File: src/rtl/fp16rs_pkg.sv
package fp16rs_pkg;
  localparam int EXP_W  = 5;
  localparam int MAN_W  = 10;
  localparam int WORD_W = 1 + EXP_W + MAN_W;
  localparam int SIG_W  = MAN_W + 1;
  localparam int SCL_W  = 4;
  localparam int BIAS   = (1 << (EXP_W - 1)) - 1;
  localparam int EMIN   = 1 - BIAS;
  localparam int MAXDROP = SIG_W + 1;
  localparam int WIDE_W = SIG_W + MAXDROP + 1;
  localparam int QR_W   = SIG_W + 1;

  typedef enum logic [1:0] {
    RM_NEAREST = 2'b00,
    RM_DOWN    = 2'b01,
    RM_UP      = 2'b10,
    RM_ZERO    = 2'b11
  } rmode_e;

  typedef struct packed {
    logic               bypass;
    logic               isNan;
    logic               raiseInv;
    logic               keepPe;
    rmode_e             mode;
    logic [SCL_W-1:0]   scale;
  } rsStrobes_t;
endpackage

File: src/rtl/fp16rs_ctrl.sv
module fp16rs_ctrl
  import fp16rs_pkg::*;
(
  input  logic [WORD_W-2:0] magIn,
  input  logic [7:0]        ctrlIn,
  input  logic [1:0]        extMode,
  output rsStrobes_t        strobes
);
  logic [EXP_W-1:0] expF;
  logic [MAN_W-1:0] fracF;
  logic expMax;
  logic expZero;

  always_comb begin
    expF    = magIn[WORD_W-2:MAN_W];
    fracF   = magIn[MAN_W-1:0];
    expMax  = &expF;
    expZero = ~|expF;

    strobes.isNan    = expMax && (fracF != '0);
    strobes.raiseInv = strobes.isNan && !fracF[MAN_W-1];
    strobes.bypass   = expMax || (expZero && (fracF == '0));
    strobes.keepPe   = !ctrlIn[3];
    strobes.scale    = ctrlIn[7:4];
    strobes.mode     = ctrlIn[2] ? rmode_e'(extMode) : rmode_e'(ctrlIn[1:0]);
  end
endmodule

File: src/rtl/fp16rs_datapath.sv
module fp16rs_datapath
  import fp16rs_pkg::*;
(
  input  logic [WORD_W-1:0] opIn,
  input  rsStrobes_t        strobes,
  output logic [WORD_W-1:0] resNext,
  output logic              peNext,
  output logic              ieNext
);
  logic                   sgn;
  logic [EXP_W-1:0]       expF;
  logic [MAN_W-1:0]       fracF;
  logic [SIG_W-1:0]       sig;
  logic signed [6:0]      unbE;
  logic signed [7:0]      dropCnt;
  logic                   alreadyExact;
  logic [3:0]             dSh;
  logic [WIDE_W-1:0]      wide;
  logic [SIG_W-1:0]       qInt;
  logic                   rBit;
  logic                   sBit;
  logic                   inexact;
  logic                   incr;
  logic [QR_W-1:0]        qr;
  logic [3:0]             lead;
  logic signed [6:0]      resE;
  logic [EXP_W-1:0]       resExpF;
  logic [MAN_W-1:0]       resFrac;
  logic [4:0]             subSh;
  logic [WORD_W-1:0]      rounded;

  // Drop count and right shift that splits kept bits, round bit and sticky.
  always_comb begin
    sgn   = opIn[WORD_W-1];
    expF  = opIn[WORD_W-2:MAN_W];
    fracF = opIn[MAN_W-1:0];
    sig   = {(expF != '0), fracF};
    unbE  = (expF == '0) ? 7'(EMIN) : ($signed({2'b00, expF}) - 7'(BIAS));
    dropCnt = 8'(MAN_W) - $signed({unbE[6], unbE}) - $signed({4'b0000, strobes.scale});
    alreadyExact = (dropCnt <= 8'sd0);
    if (alreadyExact)                 dSh = 4'd0;
    else if (dropCnt > 8'(MAXDROP))   dSh = 4'(MAXDROP);
    else                              dSh = dropCnt[3:0];
    wide    = {sig, {(MAXDROP+1){1'b0}}} >> dSh;
    qInt    = wide[WIDE_W-1:MAXDROP+1];
    rBit    = wide[MAXDROP];
    sBit    = |wide[MAXDROP-1:0];
    inexact = rBit || sBit;
  end

  // Direction decision.
  always_comb begin
    case (strobes.mode)
      RM_NEAREST: incr = rBit && (sBit || qInt[0]);
      RM_DOWN:    incr = inexact && sgn;
      RM_UP:      incr = inexact && !sgn;
      default:    incr = 1'b0;
    endcase
    qr = {1'b0, qInt} + QR_W'(incr);
  end

  // Renormalise qr * 2^-M into half precision.
  always_comb begin
    lead = 4'd0;
    for (int i = 0; i < QR_W; i++) begin
      if (qr[i]) lead = 4'(i);
    end
    resE    = $signed({3'b000, lead}) - $signed({3'b000, strobes.scale});
    subSh   = 5'(MAN_W - EMIN) - {1'b0, strobes.scale};
    resExpF = '0;
    resFrac = '0;
    if (qr == '0) begin
      resExpF = '0;
      resFrac = '0;
    end else if (resE >= 7'(EMIN)) begin
      resExpF = EXP_W'(resE + 7'(BIAS));
      resFrac = (lead > 4'(MAN_W)) ? '0 : MAN_W'(qr << (4'(MAN_W) - lead));
    end else begin
      resExpF = '0;
      resFrac = MAN_W'(qr << subSh);
    end
    rounded = {sgn, resExpF, resFrac};
  end

  // Result selection.
  always_comb begin
    ieNext = 1'b0;
    peNext = 1'b0;
    if (strobes.isNan) begin
      resNext = {sgn, expF, 1'b1, fracF[MAN_W-2:0]};
      ieNext  = strobes.raiseInv;
    end else if (strobes.bypass || alreadyExact) begin
      resNext = opIn;
    end else begin
      resNext = rounded;
      peNext  = inexact && strobes.keepPe;
    end
  end
endmodule

File: src/rtl/fp16_scale_round.sv
module fp16_scale_round
  import fp16rs_pkg::*;
(
  input  logic        clk,
  input  logic        rst_n,
  input  logic [15:0] opIn,
  input  logic [7:0]  ctrlIn,
  input  logic [1:0]  extMode,
  output logic [15:0] resOut,
  output logic        peFlag,
  output logic        ieFlag
);
  rsStrobes_t        strobes;
  logic [WORD_W-1:0] resNext;
  logic              peNext;
  logic              ieNext;

  fp16rs_ctrl u_ctrl (
    .magIn   (opIn[WORD_W-2:0]),
    .ctrlIn  (ctrlIn),
    .extMode (extMode),
    .strobes (strobes)
  );

  fp16rs_datapath u_dp (
    .opIn    (opIn),
    .strobes (strobes),
    .resNext (resNext),
    .peNext  (peNext),
    .ieNext  (ieNext)
  );

  always_ff @(posedge clk or negedge rst_n) begin
    if (!rst_n) begin
      resOut <= '0;
      peFlag <= 1'b0;
      ieFlag <= 1'b0;
    end else begin
      resOut <= resNext;
      peFlag <= peNext;
      ieFlag <= ieNext;
    end
  end
endmodule

File: config.mk
export PLATFORM = sky130hd
export DESIGN_NAME = fp16_scale_round
export DESIGN_NICKNAME = d
export VERILOG_FILES = /design/src/rtl/fp16rs_pkg.sv /design/src/rtl/fp16rs_ctrl.sv /design/src/rtl/fp16rs_datapath.sv /design/src/rtl/fp16_scale_round.sv
export SDC_FILE = /design/constraint.sdc
export NUM_CORES = 1
export LEC_CHECK = 0
export BUFFER_PORTS_ARGS = -buffer_cell sky130_fd_sc_hd__buf_2
export CAP_MARGIN = 20
export CORE_MARGIN = 10
export CORE_UTILIZATION = 35
export CTS_BUF_LIST = sky130_fd_sc_hd__clkbuf_8
export CTS_CLUSTER_SIZE = 12
export DETAILED_ROUTE_END_ITERATION = 8
export PLACE_DENSITY = 0.57
export SKIP_LAST_GASP = 1
export SYNTH_ARGS = -nofsm -noshare
export SYNTH_HDL_FRONTEND = slang
export SYNTH_SLANG_ARGS = --single-unit
File: constraint.sdc
create_clock -name clk -period 0.8 [get_ports clk]
set_input_delay 0.16 -clock clk [delete_from_list [all_inputs] [get_ports clk]]
set_output_delay 0.16 -clock clk [all_outputs]
set_load 0.01 [all_outputs]
Word-level counts from Yosys, hierarchy flattened. Cells that the tools add are included. W data, S select, Z words.

Memories: 0. Bits in writable memories: 0. Bits in latches: 0. ROM bits: 0. Register bits after elaboration: 18. Bits of input ports: 28. Word-level logic and storage cells: 70. Output and inout bits: 18.

Reductions and logical operators: 24. Equal/unequal tests: 2. Magnitude comparators: 4. Bitwise operators: 0. Divide/modulo/power cells: 0. Multiplexer cells: 26. $mul: 0. Add/subtract/negate cells: 8. Shifts and indexed selects: 3.

Operators by type and width (number): $mux W10 (3); $mux W15 (2); $mux W4 (6); $shr A24 B4 Y24 (1); $add A11 B1 Y12 (1); $logic_not A12 Y1 (1); $mux W3 (4); $reduce_or A12 Y1 (1); $shl A12 B4 Y10 (1); $shl A12 B5 Y10 (1); $logic_not A10 Y1 (1); $mux W5 (2); $reduce_bool A10 Y1 (1); $gt A8 B5 Y1 const B (1); $le A8 B1 Y1 const B (1); $sub A5 B7 Y8 const A (1); $sub A8 B5 Y8 (1); $logic_and A1 B1 Y1 (7); $mux W7 (1); $mux W2 (3); $sub A5 B4 Y6 const B (1); $add A5 B5 Y5 const B (1); $ge A5 B5 Y1 const B (1); $logic_not A5 Y1 (1); 14 further kinds (23).

Depth between registers and ports, before layout.
Depth after elaboration: 31. Depth in mapped cells: 41. Depth with buffers taken out: 39.

Cells and area by module. Synthesis repeated with hierarchy kept, for this count alone.

Cells, all modules: 557. Area, all modules: 4134.0 sq um.

By module, submodules not included: fp16rs_datapath (sequential area each 0.0 sq um, area each 3549.7 sq um, cells each 522, times used 1); fp16_scale_round (sequential area each 450.4 sq um, area each 450.4 sq um, cells each 18, times used 1); fp16rs_ctrl (sequential area each 0.0 sq um, area each 133.9 sq um, cells each 17, times used 1).

Least setup slack after synthesis. Ideal clock, no wire load.

Path kind: input port to flip-flop. Start point: in opIn[10]. End point: reg resOut[1]. Stages on the path: 38. Path slack: -8.029 ns. Data required time: 0.717 ns. Library setup time: 0.083 ns. Path buffers: 3. Arrival time: 8.746 ns. Cells stage by stage: inv_1 -> ha_1 -> nor4b_1 -> nor2_1 -> ha_1 -> ha_1 -> fa_1 -> a211o_1 -> a21o_1 -> a211o_1 -> clkbuf_1 -> nor3_1 -> nor2_1 -> o311ai_0 -> o21ai_0 -> o21ai_0 -> o21ai_0 -> a311oi_1 -> (+2 left out) -> clkbuf_1 -> o21ai_0 -> a211oi_1 -> nand3_1 -> o2bb2ai_1 -> a22oi_2 -> a31oi_4 -> inv_2 -> ha_1 -> fa_1 -> inv_1 -> ha_1 -> nor4_1 -> or3_1 -> buf_2 -> nand2b_1 -> or2_2 -> o21ai_0.

Word-level cells in the longest chain between the ends: 31. Elaborated cells between the ends (all ways): 49. Those cells by class: add/sub (6); order compare (4); shift (3); mux (20); reduce/logical (16).

RTL lines: start: declaration (RTL line fp16_scale_round.sv:6) `input logic [15:0] opIn,`; $sub A5 B4 Y6 / $logic_not A5 Y1 (equally long branches) (RTL line fp16rs_datapath.sv:38) `unbE = (expF == '0) ? 7'(EMIN) : ($signed({2'b00, expF}) - 7'(BIAS));`; $mux W7 (RTL line fp16rs_datapath.sv:38); $sub A5 B7 Y8 (RTL line fp16rs_datapath.sv:39) `dropCnt = 8'(MAN_W) - $signed({unbE[6], unbE}) - $signed({4'b0000, strobes.scale});`; $sub A8 B5 Y8 (RTL line fp16rs_datapath.sv:39); $gt A8 B5 Y1 (RTL line fp16rs_datapath.sv:42) `else if (dropCnt > 8'(MAXDROP)) dSh = 4'(MAXDROP);`; $mux W4 (RTL line fp16rs_datapath.sv:42); $mux W4 (RTL line fp16rs_datapath.sv:41) `if (alreadyExact) dSh = 4'd0;`; $shr A24 B4 Y24 (RTL line fp16rs_datapath.sv:44) `wide = {sig, {(MAXDROP+1){1'b0}}} >> dSh;`; (+16 left out); $sub A4 B4 Y4 (RTL line fp16rs_datapath.sv:77) `resFrac = (lead > 4'(MAN_W)) ? '0 : MAN_W'(qr << (4'(MAN_W) - lead));`; $shl A12 B4 Y10 (RTL line fp16rs_datapath.sv:77); $mux W10 (RTL line fp16rs_datapath.sv:77); $mux W10 (RTL line fp16rs_datapath.sv:75) `end else if (resE >= 7'(EMIN)) begin`; $mux W10 (RTL line fp16rs_datapath.sv:72) `if (qr == '0) begin`; $mux W15 (RTL line fp16rs_datapath.sv:92) `end else if (strobes.bypass || alreadyExact) begin`; $mux W15 * (RTL line fp16rs_datapath.sv:89) `if (strobes.isNan) begin`; named net resNext[1] (RTL line fp16_scale_round.sv:14) `logic [WORD_W-1:0] resNext;`; end signal: assignment (RTL line fp16_scale_round.sv:39) `resOut <= resNext;`; end: declaration (RTL line fp16_scale_round.sv:9) `output logic [15:0] resOut,`.

Mark *: on every way through the listed nets, which the timed path passes. The rest lies on a longest branch.

Worst setup path in the final report.
Start point: in opIn[11]. End point: reg resOut[8].

The elaborated chain is that of the path after synthesis.

==> out/metrics.yaml <==
outcome: "finished, violations left"
violations: "setup timing"
drt-initial-drc-count: 407
final_area_sq_um: 6930
synthArstFlopShare_pct: 100
initial_utilization_pct: 35.7
ant_nets: 0
startpoint_type: "primary input"
drtPass1Iterations: 6
grt.overflow.total: 0
slew_headroom_pct: 67.9
nNetsFinal: 883
vias: 5398
fin_crit_sh_pct: 936
yosys-top-cells-area: "dfrtp_1 (12%), ha_1 (8.1%), nand2_1 (5.8%), o21ai_0 (4.3%), a21oi_1 (3.9%)"
fin_crit_ns: 7.49
power_density_nw_per_um2: 2340
hp-class: "primary input to register"
portBuffers: 45
critPathMaxFanout: 7
antenna_cells: 0
cts_tree: "built"
grt_pass1_vias: 5210
drv_cap: 0
vias_per_cell: 5.59
fmax_mhz: 134
synthCells: 521
place.gp.congestion: 0.946
grt_usage_pct: 20.2
synth_flop_cell: "dfrtp_1"
num_rows: 38
design.die.area_sq_um: 15700
slowest_stage: "a2111o_1"
leakagePower_nw: 3.25
area_delta_synth_final_pct: 79.2
layout-drive-gt1-share_pct: 53.6
whs_endpoint: "peFlag$_DFF_PN0_"
syn_area_sq_um: 3870
worst_pin_slew_ns: 0.477
final_common_cell: "buf_4"
ys_warn_count: 0
hold_viol_final: 0
mostFrequentLayoutCells: "buf_4 (270), nand2_1 (52), buf_2 (37)"
setup.worst_path.class: "primary input to register"
min_path_cells: 2
drc: 0
final.setup.tns_ns: -103.84
finalWirelength_um: 17200
root_buffer: "clkbuf_8"
placed_area_sq_um: 6150
slowest_delay_ns: 0.48
finalSetupViolCount: 35
ys_types: 86
avgSynthCellArea_sq_um: 7.42
cts-buffers-inserted: 3
synth_edf_count: 0
grt_pass1_wl_um: 27000
fillers: 926
slew_violations: 0
antenna_found_initial: 0
place_hpwl_um: 14000
synth_top_area_share_pct: 11.6
min_from: "ctrlIn[3]"
required_ns: 0.97
wl_per_cell_um: 17.8
pre_cts_ws_ns: -7.07
fin_util_pct: 63.9
ir_drop_mv: 1.77
rsz0062_at_grt: "yes"
die_x_um: 125
synth_nets: 576
worst_ep_arrival_time_ns: 7.65
worst_setup_path_end_kind: "register"
cts.sinks: 18
ioPinCount: 46
total_power_w: 0.0162
h-tree-depth: 1
clk_pin_slew_ns: 0.07
die_height_um: 125
worst_slack_ns: -6.69
ys_seq_area_share_pct: 11.6
grt_max_degree: 19
cts_buffer_depth: 2
ys_ff_latch: 18
yosys.area.top_type: "dfrtp_1"
core_sq_um: 10800
[worst max-delay path by stage]
| stage | endpoint | slack, ns | cells past startpoint | start |
|---|---|---|---|---|
| 6_report | resOut[8]$_DFF_PN0_ | -6.69 | 37 | opIn[11] |
| 5_1_grt | resOut[6]$_DFF_PN0_ | -6.97 | 38 | opIn[11] |
| 4_1_cts | resOut[8]$_DFF_PN0_ | -6.61 | 38 | opIn[11] |
| 3_5_place_dp | resOut[8]$_DFF_PN0_ | -7.07 | 36 | opIn[10] |
| 3_3_place_gp | resOut[8]$_DFF_PN0_ | -6.94 | 36 | opIn[10] |
| 2_1_floorplan | resOut[9]$_DFF_PN0_ | -6.81 | 39 | opIn[12] |
[synthesized netlist by cell type, types with 4 or more instances]
cell type and number:
a21o_1 10, mux4_2 4, or2_2 6, a22o_1 5
a22oi_1 4, ha_1 25, o221ai_1 5, o211ai_1 10
a211oi_1 12, nand3_1 16, a21oi_1 30, inv_1 25
o21ai_0 33, nor3_1 16, a311oi_1 4, nor2b_1 4
clkbuf_1 19, and3_1 10, nor4_1 12, a31oi_1 5
and2_1 6, nor2_1 38, o22a_1 4, or3_1 4
mux2i_1 11, xor2_1 9, mux2_2 5, dfrtp_1 18
nand2_1 60, o21a_1 5, a211o_1 11, xnor2_1 10
[worst max-delay path, delay by kind of cell]
| family | cells | cell delay, ns |
|---|---|---|
| AO/OA/AOI/OAI | 15 | 3.49 |
| XOR/XNOR | 2 | 0.26 |
| adder cells (fa/ha/maj) | 7 | 1.81 |
| buffers and inverters | 6 | 0.73 |
| AND/OR/NAND/NOR | 7 | 1.14 |
[metrics by stage]
stage	hold WS (ns)	instances
after floorplan	-0.136	521
after global placement	0.101	925
after detailed placement	0.111	925
after CTS	0.0788	949
after global routing	0.0845	966
final	0.0772	966
[state kept, by name, indices dropped and copies added (netlist names)]
signal	cells
resOut	16
peFlag	1
ieFlag	1
[power by group]
group          leakage, nW  switching (W)  internal (W)
Sequential           0.222       0.000101       0.00126
Combinational         3.01        0.00701       0.00718
Clock               0.0216       0.000304      0.000335
Total                 3.25        0.00741       0.00877
[metal layers]
| layer | part of all wire (%) | wire, um | vias up | global-route usage, % |
|---|---|---|---|---|
| met5 | 0 | 0 | - | 0 |
| li1 | - | - | 2616 | - |
| met3 | 6.5 | 1110 | 26 | 2.28 |
| met1 | 43 | 7330 | 2532 | 26.3 |
| met4 | 1.8 | 316 | 0 | 4.67 |
| met2 | 49 | 8480 | 224 | 34.9 |
[cell type report]
type	instances	area, sq um	share of cell area (%)
multi-input combinational	450	3720	53.7
timing repair buffer	326	2420	35.0
sequential	18	450	6.50
tap	140	175	2.53
inverter	29	114	1.64
clock buffer	3	41.3	0.596
[repair_timing]
item	4_1_cts	5_1_grt
buffers inserted	20	17
pin swaps	31	30
gates resized for setup	58	34
hold endpoints to repair	18	0
endpoints found under the setup margin	35	35
hold buffers	1	0
[cells by family (layout without fill, tap and decap cells)]
family / Yosys count / after routing / share of synthesized area, %
simple gates: 192 / 192 / 24.7
xor+xnor: 21 / 21 / 5.14
mux: 21 / 21 / 7.02
fa+ha+maj: 27 / 27 / 9.12
flops: 18 / 18 / 11.6
buf+inv: 53 / 358 / 5.37
compound gates: 189 / 189 / 37.0
Note: power is estimated with default switching activity, not from simulation.
